File: src/rtl/spi_edge_pkg.sv
package spi_edge_pkg;
  localparam int DATA_W = 32;
  localparam int ADDR_W = 2;
  localparam int CNT_W  = 6;
  localparam int LEN_LSB    = 24;
  localparam int LAUNCH_BIT = 31;
  localparam int SAMPLE_BIT = 30;
  localparam logic [ADDR_W-1:0] ADDR_DIV  = 2'd0;
  localparam logic [ADDR_W-1:0] ADDR_CTRL = 2'd1;
  localparam logic [ADDR_W-1:0] ADDR_DATA = 2'd2;

  typedef struct packed {
    logic start;
    logic shiftTx;
    logic sampleRx;
    logic finish;
  } spiStrobe_t;
endpackage

File: src/rtl/spi_edge_ctrl.sv
module spi_edge_ctrl
  import spi_edge_pkg::*;
#(
  parameter int DIV_W = 16
) (
  input  logic             clk,
  input  logic             rstN,
  input  logic             startReq,
  input  logic [DIV_W-1:0] divider,
  input  logic [CNT_W-1:0] bitCount,
  input  logic             launchFall,
  input  logic             sampleRise,
  output spiStrobe_t       strb,
  output logic             busy,
  output logic             sclk
);
  logic             active;
  logic             sclkR;
  logic [DIV_W-1:0] divCnt;
  logic [CNT_W-1:0] halfCnt;
  logic [CNT_W:0]   lastHalf;
  logic             halfTick;
  logic             evenHalf;
  logic             isLast;

  // Half periods are numbered 0..2N-1; even ones end in a rising edge.
  assign lastHalf = {bitCount, 1'b0} - 1'b1;
  assign halfTick = active && (divCnt == divider);
  assign evenHalf = !halfCnt[0];
  assign isLast   = ({1'b0, halfCnt} == lastHalf);

  always_comb begin
    strb.start    = startReq;
    strb.finish   = halfTick && isLast;
    strb.sampleRx = halfTick && (sampleRise == evenHalf);
    if (launchFall)
      strb.shiftTx = halfTick && !evenHalf && !isLast;
    else
      strb.shiftTx = halfTick && evenHalf && (halfCnt != '0);
  end

  always_ff @(posedge clk or negedge rstN) begin
    if (!rstN) begin
      active  <= 1'b0;
      sclkR   <= 1'b0;
      divCnt  <= '0;
      halfCnt <= '0;
    end else if (startReq) begin
      active  <= 1'b1;
      sclkR   <= 1'b0;
      divCnt  <= '0;
      halfCnt <= '0;
    end else if (halfTick) begin
      divCnt <= '0;
      if (isLast) begin
        active <= 1'b0;
        sclkR  <= 1'b0;
      end else begin
        sclkR   <= ~sclkR;
        halfCnt <= halfCnt + 1'b1;
      end
    end else if (active) begin
      divCnt <= divCnt + 1'b1;
    end
  end

  assign busy = active;
  assign sclk = sclkR;
endmodule

File: src/rtl/spi_edge_datapath.sv
module spi_edge_datapath
  import spi_edge_pkg::*;
#(
  parameter int DIV_W  = 16,
  parameter int NUM_SS = 24
) (
  input  logic              clk,
  input  logic              rstN,
  input  logic              wrEn,
  input  logic [ADDR_W-1:0] wrAddr,
  input  logic [DATA_W-1:0] wrData,
  input  logic              busy,
  input  spiStrobe_t        strb,
  input  logic              miso,
  output logic              startReq,
  output logic [DIV_W-1:0]  divider,
  output logic [CNT_W-1:0]  bitCount,
  output logic              launchFall,
  output logic              sampleRise,
  output logic              mosi,
  output logic [NUM_SS-1:0] ssN,
  output logic [DATA_W-1:0] rdData
);
  localparam logic [CNT_W-1:0] MAX_BITS = CNT_W'(DATA_W);

  logic [DIV_W-1:0]  divReg;
  logic [DATA_W-1:0] ctrlReg;
  logic [DATA_W-1:0] txShift;
  logic [DATA_W-1:0] rxShift;
  logic [NUM_SS-1:0] ssReg;
  logic [CNT_W-1:0]  lenField;
  logic              writeOk;

  assign writeOk  = wrEn && !busy;
  assign startReq = writeOk && (wrAddr == ADDR_DATA);
  assign lenField = ctrlReg[LEN_LSB +: CNT_W];

  always_comb begin
    if (lenField == '0 || lenField > MAX_BITS) bitCount = MAX_BITS;
    else                                         bitCount = lenField;
  end

  always_ff @(posedge clk or negedge rstN) begin
    if (!rstN) begin
      divReg  <= '0;
      ctrlReg <= '0;
      txShift <= '0;
      rxShift <= '0;
      ssReg   <= '1;
    end else begin
      if (writeOk && wrAddr == ADDR_DIV)  divReg  <= wrData[DIV_W-1:0];
      if (writeOk && wrAddr == ADDR_CTRL) ctrlReg <= wrData;
      if (strb.start) begin
        txShift <= wrData;
        rxShift <= '0;
        ssReg   <= ~ctrlReg[NUM_SS-1:0];
      end else begin
        if (strb.shiftTx)  txShift <= {txShift[DATA_W-2:0], 1'b0};
        if (strb.sampleRx) rxShift <= {rxShift[DATA_W-2:0], miso};
        if (strb.finish)   ssReg   <= '1;
      end
    end
  end

  assign divider    = divReg;
  assign launchFall = ctrlReg[LAUNCH_BIT];
  assign sampleRise = ctrlReg[SAMPLE_BIT];
  assign mosi       = txShift[DATA_W-1];
  assign ssN        = ssReg;
  assign rdData     = rxShift;
endmodule

File: src/rtl/spi_edge_master.sv
module spi_edge_master
  import spi_edge_pkg::*;
#(
  parameter int DIV_W  = 16,
  parameter int NUM_SS = 24
) (
  input  logic              clk,
  input  logic              rstN,
  input  logic              wrEn,
  input  logic [ADDR_W-1:0] wrAddr,
  input  logic [DATA_W-1:0] wrData,
  output logic [DATA_W-1:0] rdData,
  output logic              busy,
  output logic              sclk,
  output logic [NUM_SS-1:0] ssN,
  output logic              mosi,
  input  logic              miso
);
  spiStrobe_t       strb;
  logic             startReq;
  logic [DIV_W-1:0] divider;
  logic [CNT_W-1:0] bitCount;
  logic             launchFall;
  logic             sampleRise;

  spi_edge_datapath #(.DIV_W(DIV_W), .NUM_SS(NUM_SS)) u_dp (
    .clk(clk), .rstN(rstN), .wrEn(wrEn), .wrAddr(wrAddr), .wrData(wrData),
    .busy(busy), .strb(strb), .miso(miso), .startReq(startReq),
    .divider(divider), .bitCount(bitCount), .launchFall(launchFall),
    .sampleRise(sampleRise), .mosi(mosi), .ssN(ssN), .rdData(rdData)
  );

  spi_edge_ctrl #(.DIV_W(DIV_W)) u_ctrl (
    .clk(clk), .rstN(rstN), .startReq(startReq), .divider(divider),
    .bitCount(bitCount), .launchFall(launchFall), .sampleRise(sampleRise),
    .strb(strb), .busy(busy), .sclk(sclk)
  );
endmodule

File: config.mk
export PLATFORM = sky130hd
export DESIGN_NAME = spi_edge_master
export DESIGN_NICKNAME = d
export VERILOG_FILES = /design/src/rtl/spi_edge_pkg.sv /design/src/rtl/spi_edge_ctrl.sv /design/src/rtl/spi_edge_datapath.sv /design/src/rtl/spi_edge_master.sv
export SDC_FILE = /design/constraint.sdc
export NUM_CORES = 1
export LEC_CHECK = 0
export BUFFER_PORTS_ARGS = -buffer_cell sky130_fd_sc_hd__buf_2
export CORE_MARGIN = 5
export CORE_UTILIZATION = 45
export DETAILED_ROUTE_END_ITERATION = 10
export SLEW_MARGIN = 25
export SYNTH_ARGS = -nofsm -noshare
export SYNTH_HDL_FRONTEND = slang
export SYNTH_SLANG_ARGS = --single-unit
export TNS_END_PERCENT = 100
File: constraint.sdc
create_clock -name clk -period 2.64 [get_ports clk]
set_clock_uncertainty 0.05 [all_clocks]
set_input_delay 0.528 -clock clk [delete_from_list [all_inputs] [get_ports clk]]
set_output_delay 0.528 -clock clk [all_outputs]
set_load 0.05 [all_outputs]
==> impl_metrics.py, run 1 <==
metrics = {
    "timing": {
        "setup_slack_ns": 0.0802,
        "period_share_pct": 97.0,
        "rsz0062_at_grt": "true",
        "setup_viol": 0,
        "slew_viol_final": 0,
        "tightest_slew_ns": 0.927,
        "fmax_ghz": 0.391,
        "hold_viol": 0,
        "timing.final.crit_period_ns": 2.56,
        "slew_headroom_pct": 38.2,
    },
    "global_route": {
        "grt_overflow": 0,
        "grt_max_degree": 94,
        "antenna_found_initial": 0,
        "first_global_vias": 5600,
        "grt_pass1_wl_mm": 28.8,
        "track_usage_pct": 18.4,
    },
    "critical_path": {
        "start_kind": "flop",
        "critPathKind": "reg -> reg",
        "required_ns": 2.91,
        "crit_buf_inv": 1,
        "cp_cell_sequence": "o31a_1 -> or4_4 -> a2111oi_4 -> a31o_2 -> buf_4 -> a2111oi_0 -> a211oi_1",
        "path_max_fanout": 16,
        "endpoint_kind": "flop",
        "worstPathArrival_ns": 2.83,
        "crit_path_top_delay_cell": "or4_4",
        "cpPeakStageDelay_ns": 0.44,
        "critical-path-top-delay-family": "compound AO/OA/AOI/OAI gates",
    },
    "synthesis": {
        "synthFlopType": "dfrtp_1",
        "synth_nets": 714,
        "syn_area_mm2": 0.00737,
        "seq_area_frac_synth_pct": 54.7,
        "avgSynthCellArea_um2": 11.0,
        "ys_types": 47,
        "synthArstFlopShare_pct": 100,
        "synth-seq-cells": 160,
        "synth_warnings": 0,
        "syn_inst": 672,
        "synth-edff-count": 0,
    },
    "clock_tree": {
        "clk_latency_ns": 0.42,
        "tritoncts": "built",
        "clock_sinks": 160,
        "postCtsSetupRepairBufs": 0,
        "h-tree-depth": 4,
        "cts_buffers": 17,
        "clockBufferDepth": 2,
        "root_buffer": "clkbuf_16",
        "clkTransAtPathRegs_ns": 0.07,
    },
    "job": {
        "maxCapViolCount": 0,
    },
    "cells_and_area": {
        "layout.cells.non_filler": 982,
        "fin_area_mm2": 0.00881,
        "final_common_cell": "dfrtp_1",
        "nets": 795,
        "drive_gt1_share_pct": 30.5,
        "regArea_mm2": 0.00403,
        "area_growth_pct": 19.5,
        "finish.utilization_pct": 55.1,
        "diodes": 0,
        "n_fill_cell": 1483,
        "multi_input_area_mm2": 0.00314,
        "mostFrequentLayoutCells": "dfrtp_1, buf_2, nor2_1",
    },
    "floorplanning": {
        "die_y_um": 138,
        "pin_count": 97,
        "fp-row-count": 46,
        "coreArea_mm2": 0.0160,
        "die_w_um": 138,
        "initial_core_util_pct": 46.1,
        "fp.dieArea_mm2": 0.0190,
    },
    "route": {
        "via_per_inst": 5.64,
        "wl_per_cell_um": 17.9,
        "routed_wl_mm": 17.5,
        "drt_iter0_markers": 334,
        "dr.pass1.iters": 5,
        "vias": 5541,
        "drc_errors": 0,
        "postRouteAntennaNets": 0,
    },
    "pwr": {
        "pwr-share-comb_pct": 32.4,
        "switchingPower_mw": 3.55,
        "p_per_area_mw_per_mm2": 1110,
        "pwr-share-clk_pct": 26.1,
        "p_seq_share_pct": 41.6,
        "peakVddDrop_v": 0.000669,
        "internal_power_mw": 6.25,
        "switching_share_pct": 36.2,
        "finalPower_mw": 9.80,
        "p_leak_nw": 3.68,
    },
    "placed_design": {
        "dp_slack_ns": -0.0536,
        "place_congestion": 0.821,
        "dp.cells": 949,
        "portBuffers": 96,
        "place_area_mm2": 0.00815,
        "post-dp-hpwl_mm": 11.5,
    },
    "run_status": {
        "status": "complete, no violations",
    },
    "min_path": {
        "hp-class": "in -> reg",
    },
}
[synthesized netlist by cell type (all sizes together), types with 5 or more instances]
cell type | n | area, um2
a2111oi | 32 | 299
a211oi | 31 | 233
a21oi | 8 | 40.0
a2bb2oi | 24 | 210
buf | 9 | 57.6
clkbuf | 46 | 173
dfrtp | 136 | 3400
dfstp | 24 | 631
inv | 8 | 30.0
mux2 | 47 | 529
mux2i | 5 | 50.1
nand2 | 49 | 184
nand3 | 14 | 70.1
nand4 | 11 | 68.8
nor2 | 76 | 285
o211ai | 33 | 248
o21ai | 40 | 204
xnor2 | 21 | 184
xor2 | 10 | 87.6
[worst paths after layout]
check / endpoint / slack [ns] / depth (start not counted) / startpoint
max: u_dp.txShift[1] / 0.08 / 7 / u_dp.ctrlReg[25]
min: u_dp.ctrlReg[17] / 0.30 / 2 / wrData[17]
max reg2reg: u_dp.txShift[1] / 0.08 / 7 / u_dp.ctrlReg[25]
min reg2reg: u_dp.ssN[4] / 0.36 / 1 / u_dp.ctrlReg[4]
max in group asynchronous: u_dp.ssN[21] / 1.23 / 3 / rstN
min in group asynchronous: u_dp.ctrlReg[10] / 0.57 / 2 / rstN
[kinds of logic after synthesis]
logic type | after synthesis | synth area share [%]
buffers and inverters | 63 | 3.53
AND/OR/NAND/NOR | 180 | 11.4
AO/OA/AOI/OAI | 182 | 18.1
XOR/XNOR | 31 | 3.68
multiplexers | 52 | 7.86
flip-flops | 160 | 54.7
adder cells (fa/ha/maj) | 4 | 0.679
[layer usage]
layer | up-vias | share of wire [%] | routed length, um | GRT usage [%]
met3 | 20 | 3.6 | 633 | 4.10
li1 | 2640 | - | - | -
met1 | 2787 | 46 | 8070 | 24.9
met4 | 0 | 1.7 | 299 | 6.97
met2 | 94 | 49 | 8530 | 29.0
met5 | - | 0 | 0 | 0
[flip-flops by register name, indices dropped and copies added, names as in the netlist]
signal          flops
u_dp.ssN           24
u_ctrl.busy         1
u_ctrl.sclk         1
u_dp.txShift       32
u_ctrl.divCnt      16
u_ctrl.halfCnt      6
u_dp.divider       16
u_dp.rdData        32
u_dp.ctrlReg       32
[power groups by stage]
stage | sequential (mW) | clock [mW] | combinational, mW
final | 4.07 | 2.55 | 3.17
after global routing | 4.19 | 2.71 | 3.44
after CTS | 4.06 | 2.61 | 3.17
after floorplan | 4.72 | 0 | 1.67
after global placement | 4.04 | 0 | 3.06
after detailed placement | 4.08 | 0 | 3.15
[metrics by stage]
stage	hold slack (ns)	setup TNS, ns
floorplan	0.182	0
detailed placement	0.350	-0.0536
global placement	0.339	0
CTS	0.282	0
finish	0.301	0
global route	0.296	-0.573
[final cells by class]
cell class              count  share of cell area [%]
well taps                 216                    3.07
clock buffers              20                    5.07
inverters                   8                   0.341
clock inverters            12                    1.87
multi-input cells         449                    35.7
repair buffers            117                    8.19
flip-flops and latches    160                    45.8
[what timing repair did]
item                                   CTS  global route
setup endpoints to repair                1            32
gates cloned                             0             0
endpoints found under the hold margin   13             0
pin swaps                                0             1
hold buffers                             1             0
gates resized for setup                  1            12
Power figures use the tool's default switching activity.
==> run 2: changes to the inputs <==
--- a/config.mk
+++ b/config.mk
@@ -7,9 +7,9 @@
 export LEC_CHECK = 0
 export BUFFER_PORTS_ARGS = -buffer_cell sky130_fd_sc_hd__buf_2
 export CORE_MARGIN = 5
-export CORE_UTILIZATION = 45
+export CORE_UTILIZATION = 40
 export DETAILED_ROUTE_END_ITERATION = 10
-export SLEW_MARGIN = 25
+export SLEW_MARGIN = 10
 export SYNTH_ARGS = -nofsm -noshare
 export SYNTH_HDL_FRONTEND = slang
 export SYNTH_SLANG_ARGS = --single-unit
==> run 2 against run 1 <==
Design area fell by 0.36%. Via count up 0.56%. Sequential share of layout area up 0.16 points. First-iteration DRC count grew 2.1%. Critical path type unchanged. Critical endpoint is now u_dp.txShift[24]. Largest power group unchanged.
==> impl_metrics.py, run 2 (synthesized netlist as in run 1, its figures left out) <==
metrics = {
    "timing": {
        "fmax_ghz": 0.394,
        "hold_viol": 0,
        "rsz0062_at_grt": "true",
        "slew_headroom_pct": 38.6,
        "fin_setup_tns_ns": 0,
        "timing.final.crit_period_ns": 2.54,
        "period_share_pct": 96.1,
        "setup_viol": 0,
        "slew_viol_final": 0,
        "tightest_slew_ns": 0.921,
    },
    "critical_path": {
        "start_kind": "flop",
        "critical-path-top-delay-family": "compound AO/OA/AOI/OAI gates",
        "path_max_fanout": 9,
        "critPathKind": "reg -> reg",
        "required_ns": 2.87,
        "endpoint_kind": "flop",
        "worstPathArrival_ns": 2.77,
        "path_common_cell": "xnor2_1",
        "crit_path_top_delay_cell": "dfrtp_1",
        "cp_cell_sequence": "nand2b_1 -> ha_1 -> xnor2_1 -> xnor2_1 -> a2111oi_4 -> a31o_2 -> buf_4 -> a2111oi_1 -> a211oi_1",
        "crit_buf_inv": 1,
        "cpPeakStageDelay_ns": 0.43,
    },
    "placed_design": {
        "portBuffers": 96,
        "place_congestion": 0.787,
        "post-dp-hpwl_mm": 11.6,
    },
    "min_path": {
        "hp-class": "in -> async",
    },
    "route": {
        "via_per_inst": 5.61,
        "routed_wl_mm": 17.6,
        "vias": 5572,
        "dr.pass1.iters": 4,
        "wl_per_cell_um": 17.7,
        "drc_errors": 0,
        "drt_iter0_markers": 341,
        "postRouteAntennaNets": 0,
    },
    "clock_tree": {
        "clkTransAtPathRegs_ns": 0.07,
        "clock_sinks": 160,
        "ctsHoldBuffers": 0,
        "clockBufferDepth": 2,
        "cts_buffers": 17,
        "tritoncts": "built",
        "clk_latency_ns": 0.42,
        "h-tree-depth": 4,
        "postCtsSetupRepairBufs": 0,
        "cts_resized": 0,
        "root_buffer": "clkbuf_16",
    },
    "job": {
        "maxCapViolCount": 0,
    },
    "floorplanning": {
        "pin_count": 97,
        "fp-row-count": 49,
        "die_w_um": 146,
        "die_y_um": 146,
        "initial_core_util_pct": 40.8,
        "coreArea_mm2": 0.0181,
        "fp.dieArea_mm2": 0.0212,
    },
    "cells_and_area": {
        "area_growth_pct": 19.1,
        "drive_gt1_share_pct": 30.6,
        "nets": 794,
        "mostFrequentLayoutCells": "dfrtp_1, buf_2, nor2_1",
        "diodes": 0,
        "final_common_cell": "dfrtp_1",
    },
    "global_route": {
        "antenna_found_initial": 0,
        "grt_max_degree": 103,
        "first_global_vias": 5575,
        "track_usage_pct": 16.8,
        "grt_pass1_wl_mm": 29.6,
        "grt_overflow": 0,
    },
    "pwr": {
        "peakVddDrop_v": 0.000663,
        "p_per_area_mw_per_mm2": 1100,
        "p_leak_nw": 3.66,
        "finalPower_mw": 9.63,
    },
    "run_status": {
        "status": "complete, no violations",
    },
}
run 2: changes by cell type in the layout (fill, tap and decap cells not counted), moves of 2 or more:
| cell | change |
|---|---|
| clkinv_4 | +2 |
| bufinv_16 | -3 |
| inv_8 | +3 |
| a2111oi_1 | +3 |
| a2111oi_2 | -3 |
| inv_6 | +6 |
| clkinv_2 | -5 |
run 2: per-layer routing:
layer / track usage, % / up-vias / routed length [um]
met4: 4.94 / 0 / 329
met3: 3.61 / 23 / 658
met5: 0 / - / 0
li1: - / 2651 / -
met1: 23.0 / 2789 / 8080
met2: 27.2 / 109 / 8560
run 2: layout make-up:
class                      instances  area, um2
multi-input combinational        449       3130
sequential                       160       4030
timing repair buffer             116        724
clock inverter                    14        146
clock buffer                      18        429
inverter                           8       30.0
fill                            1653       9310
tap                              229        287
run 2: worst register-to-register path: stages (launching register included):
cell and delay (ns):
dfrtp_1 0.43, nand2b_1 0.20, ha_1 0.26, xnor2_1 0.22
xnor2_1 0.20, a2111oi_4 0.06, a31o_2 0.32, buf_4 0.18
a2111oi_1 0.41, a211oi_1 0.09
run 2: worst paths after layout:
| path | end | slack (ns) | from | cells after the start |
|---|---|---|---|---|
| setup / recovery | u_dp.txShift[24] | 0.10 | u_dp.ctrlReg[29] | 9 |
| min in group clk | u_dp.ctrlReg[29] | 0.30 | wrData[29] | 3 |
| hold reg to reg | u_dp.ssN[12] | 0.35 | u_dp.ctrlReg[12] | 1 |
| max in group asynchronous | u_dp.ssN[11] | 1.73 | rstN | 2 |
| hold / removal | u_dp.ctrlReg[13] | 0.04 | rstN | 1 |
| setup reg to reg | u_dp.txShift[24] | 0.10 | u_dp.ctrlReg[29] | 9 |
run 2: per-stage QoR:
| step | std cells | instance area (um2) | utilization, % | setup slack [ns] | hold WS, ns |
|---|---|---|---|---|---|
| after global routing | 994 | 8780 | 48.5 | -0.0360 | 0.0728 |
| after detailed placement | 962 | 8180 | 45.2 | 0.0257 | 0.346 |
| final | 994 | 8780 | 48.5 | 0.102 | 0.0391 |
| after global placement | 962 | 8180 | 45.2 | 0.196 | 0.340 |
| after CTS | 994 | 8760 | 48.4 | 0.0298 | 0.0518 |
| after floorplan | 672 | 7370 | - | 0.153 | 0.182 |
run 2: report_power, final:
group / internal, mW / switching [mW]
logic: 1.21 / 1.97
registers: 3.43 / 0.604
clock network: 1.34 / 1.08
==> run 3: changes to the inputs <==
--- a/config.mk
+++ b/config.mk
@@ -9,8 +9,8 @@
 export CORE_MARGIN = 5
 export CORE_UTILIZATION = 40
 export DETAILED_ROUTE_END_ITERATION = 10
+export REMOVE_ABC_BUFFERS = 1
 export SLEW_MARGIN = 10
 export SYNTH_ARGS = -nofsm -noshare
 export SYNTH_HDL_FRONTEND = slang
 export SYNTH_SLANG_ARGS = --single-unit
-export TNS_END_PERCENT = 100
==> run 3 against run 2 <==
Clock-buffer cell count is 3 higher. Total power is 0.39% lower. Fmax is 1.2% higher. Highest routed layer is now met5. Core utilization rose by 1.2 points. Wire length up 2.1%. Sequential share of layout area decreased by 1.1 points. Worst setup slack better by 0.029 ns. Non-clock buffer count up 9.
==> impl_metrics.py, run 3 (synthesized netlist as in run 1, its figures left out) <==
metrics = {
    "pwr": {
        "switching_share_pct": 38.5,
        "pwr-share-clk_pct": 23.1,
        "p_seq_share_pct": 42.6,
        "p_leak_nw": 3.67,
        "finalPower_mw": 9.59,
        "pwr-share-comb_pct": 34.3,
        "switchingPower_mw": 3.69,
        "internal_power_mw": 5.90,
        "peakVddDrop_v": 0.000596,
        "p_per_area_mw_per_mm2": 1070,
    },
    "floorplanning": {
        "fp.dieArea_mm2": 0.0212,
        "die_w_um": 146,
        "fp-row-count": 49,
        "die_y_um": 146,
        "coreArea_mm2": 0.0181,
        "pin_count": 97,
        "initial_core_util_pct": 40.8,
    },
    "cells_and_area": {
        "mostFrequentLayoutCells": "dfrtp_1, buf_2, nor2_1",
        "drive_gt1_share_pct": 35.0,
        "diodes": 0,
        "finish.utilization_pct": 49.7,
        "nets": 803,
        "area_growth_pct": 22.0,
        "n_fill_cell": 1626,
        "layout.cells.non_filler": 1003,
        "fin_area_mm2": 0.00899,
        "final_common_cell": "dfrtp_1",
    },
    "timing": {
        "fmax_ghz": 0.399,
        "fin_setup_tns_ns": 0,
        "timing.final.crit_period_ns": 2.51,
        "period_share_pct": 95.0,
        "holdWs_ns": 0.301,
        "tightest_slew_ns": 0.519,
        "hold_viol": 0,
        "setup_slack_ns": 0.131,
        "setup_viol": 0,
        "rsz0062_at_grt": "false",
        "slew_headroom_pct": 65.4,
        "slew_viol_final": 0,
    },
    "global_route": {
        "grt_overflow": 0,
        "antenna_found_initial": 1,
        "grt_pass1_wl_mm": 29.6,
        "grt_max_degree": 94,
        "first_global_vias": 5714,
        "track_usage_pct": 17.1,
    },
    "placed_design": {
        "post-dp-hpwl_mm": 11.9,
        "place_area_mm2": 0.00820,
        "portBuffers": 96,
        "dp_slack_ns": 0.0202,
        "place_congestion": 0.871,
        "dp.cells": 966,
    },
    "run_status": {
        "status": "complete, no violations",
    },
    "clock_tree": {
        "root_buffer": "clkbuf_16",
        "cts_buffers": 17,
        "clk_latency_ns": 0.43,
        "h-tree-depth": 4,
        "clock_sinks": 160,
        "clkTransAtPathRegs_ns": 0.07,
        "clockBufferDepth": 2,
        "tritoncts": "built",
    },
    "route": {
        "postRouteAntennaNets": 0,
        "dr.pass1.iters": 4,
        "routed_wl_mm": 18.0,
        "drc_errors": 0,
        "via_per_inst": 5.62,
        "vias": 5634,
        "drt_iter0_markers": 330,
        "wl_per_cell_um": 17.9,
    },
    "job": {
        "maxCapViolCount": 0,
    },
    "critical_path": {
        "required_ns": 2.88,
        "endpoint_kind": "flop",
        "path_max_fanout": 24,
        "worstPathArrival_ns": 2.75,
        "start_kind": "flop",
        "critPathKind": "reg -> reg",
    },
    "min_path": {
        "hp-class": "in -> reg",
    },
}
==> run 3: cell types whose count changed in the layout (fill, tap and decap cells not counted), moves of 3 or more <==
cell	delta
a2111oi_0	-20
inv_8	-3
a2111oi_1	-7
clkinv_2	+5
buf_4	+6
inv_6	-6
a2111oi_2	+27
clkinvlp_4	+4
==> run 3: critical path, cell delays in order (launching register included) <==
cell       delay [ns]
dfrtp_1          0.41
o31a_1           0.32
or4_4            0.44
a2111oi_4        0.42
a31o_4           0.26
a21o_1           0.18
buf_12           0.18
a211oi_1         0.09
==> run 3: worst paths after layout <==
path	start	endpoint	depth (start not counted)	slack, ns
worst max-delay path	u_dp.ctrlReg[25]	u_dp.txShift[6]	7	0.13
worst min-delay path	wrData[31]	u_dp.ctrlReg[31]	2	0.30
worst max register to register	u_dp.ctrlReg[25]	u_dp.txShift[6]	7	0.13
worst min register to register	u_dp.ctrlReg[19]	u_dp.ssN[19]	1	0.35
max in group asynchronous	rstN	u_dp.ssN[6]	3	1.28
min in group asynchronous	rstN	u_dp.ctrlReg[0]	2	0.55
==> run 3: final cells by class <==
| cell class | instances | area (um2) | area share, % |
|---|---|---|---|
| timing repair buffer | 125 | 802 | 8.92 |
| clock buffer | 21 | 460 | 5.12 |
| multi-input combinational | 449 | 3310 | 36.8 |
| tap | 229 | 287 | 3.19 |
| clock inverter | 11 | 67.6 | 0.751 |
| sequential | 160 | 4040 | 44.9 |
| inverter | 8 | 30.0 | 0.334 |
==> run 3: power by group through the flow <==
stage          registers, mW  logic, mW  clock network, mW
6_report                4.08       3.29               2.22
4_1_cts                 4.04       3.21               2.27
3_5_place_dp            4.06       3.20                  0
2_1_floorplan           4.76       1.58                  0
5_1_grt                 4.21       3.56               2.38
3_3_place_gp            4.02       3.09                  0
==> run 3: repair_timing <==
item / CTS / global route
gates resized for setup: 0 / 69
endpoints found under the hold margin: 33 / 0
hold buffers: 1 / 0
setup buffers: 0 / 4
setup endpoints to repair: 1 / 50
pin swaps: 1 / 3
==> run 3: routing by layer <==
| metal | vias up | wire, um | GRT usage (%) |
|---|---|---|---|
| li1 | 2656 | - | - |
| met2 | 146 | 8420 | 26.5 |
| met5 | - | 9 | 0 |
| met4 | 2 | 226 | 4.56 |
| met1 | 2810 | 8120 | 22.7 |
| met3 | 20 | 1230 | 6.26 |
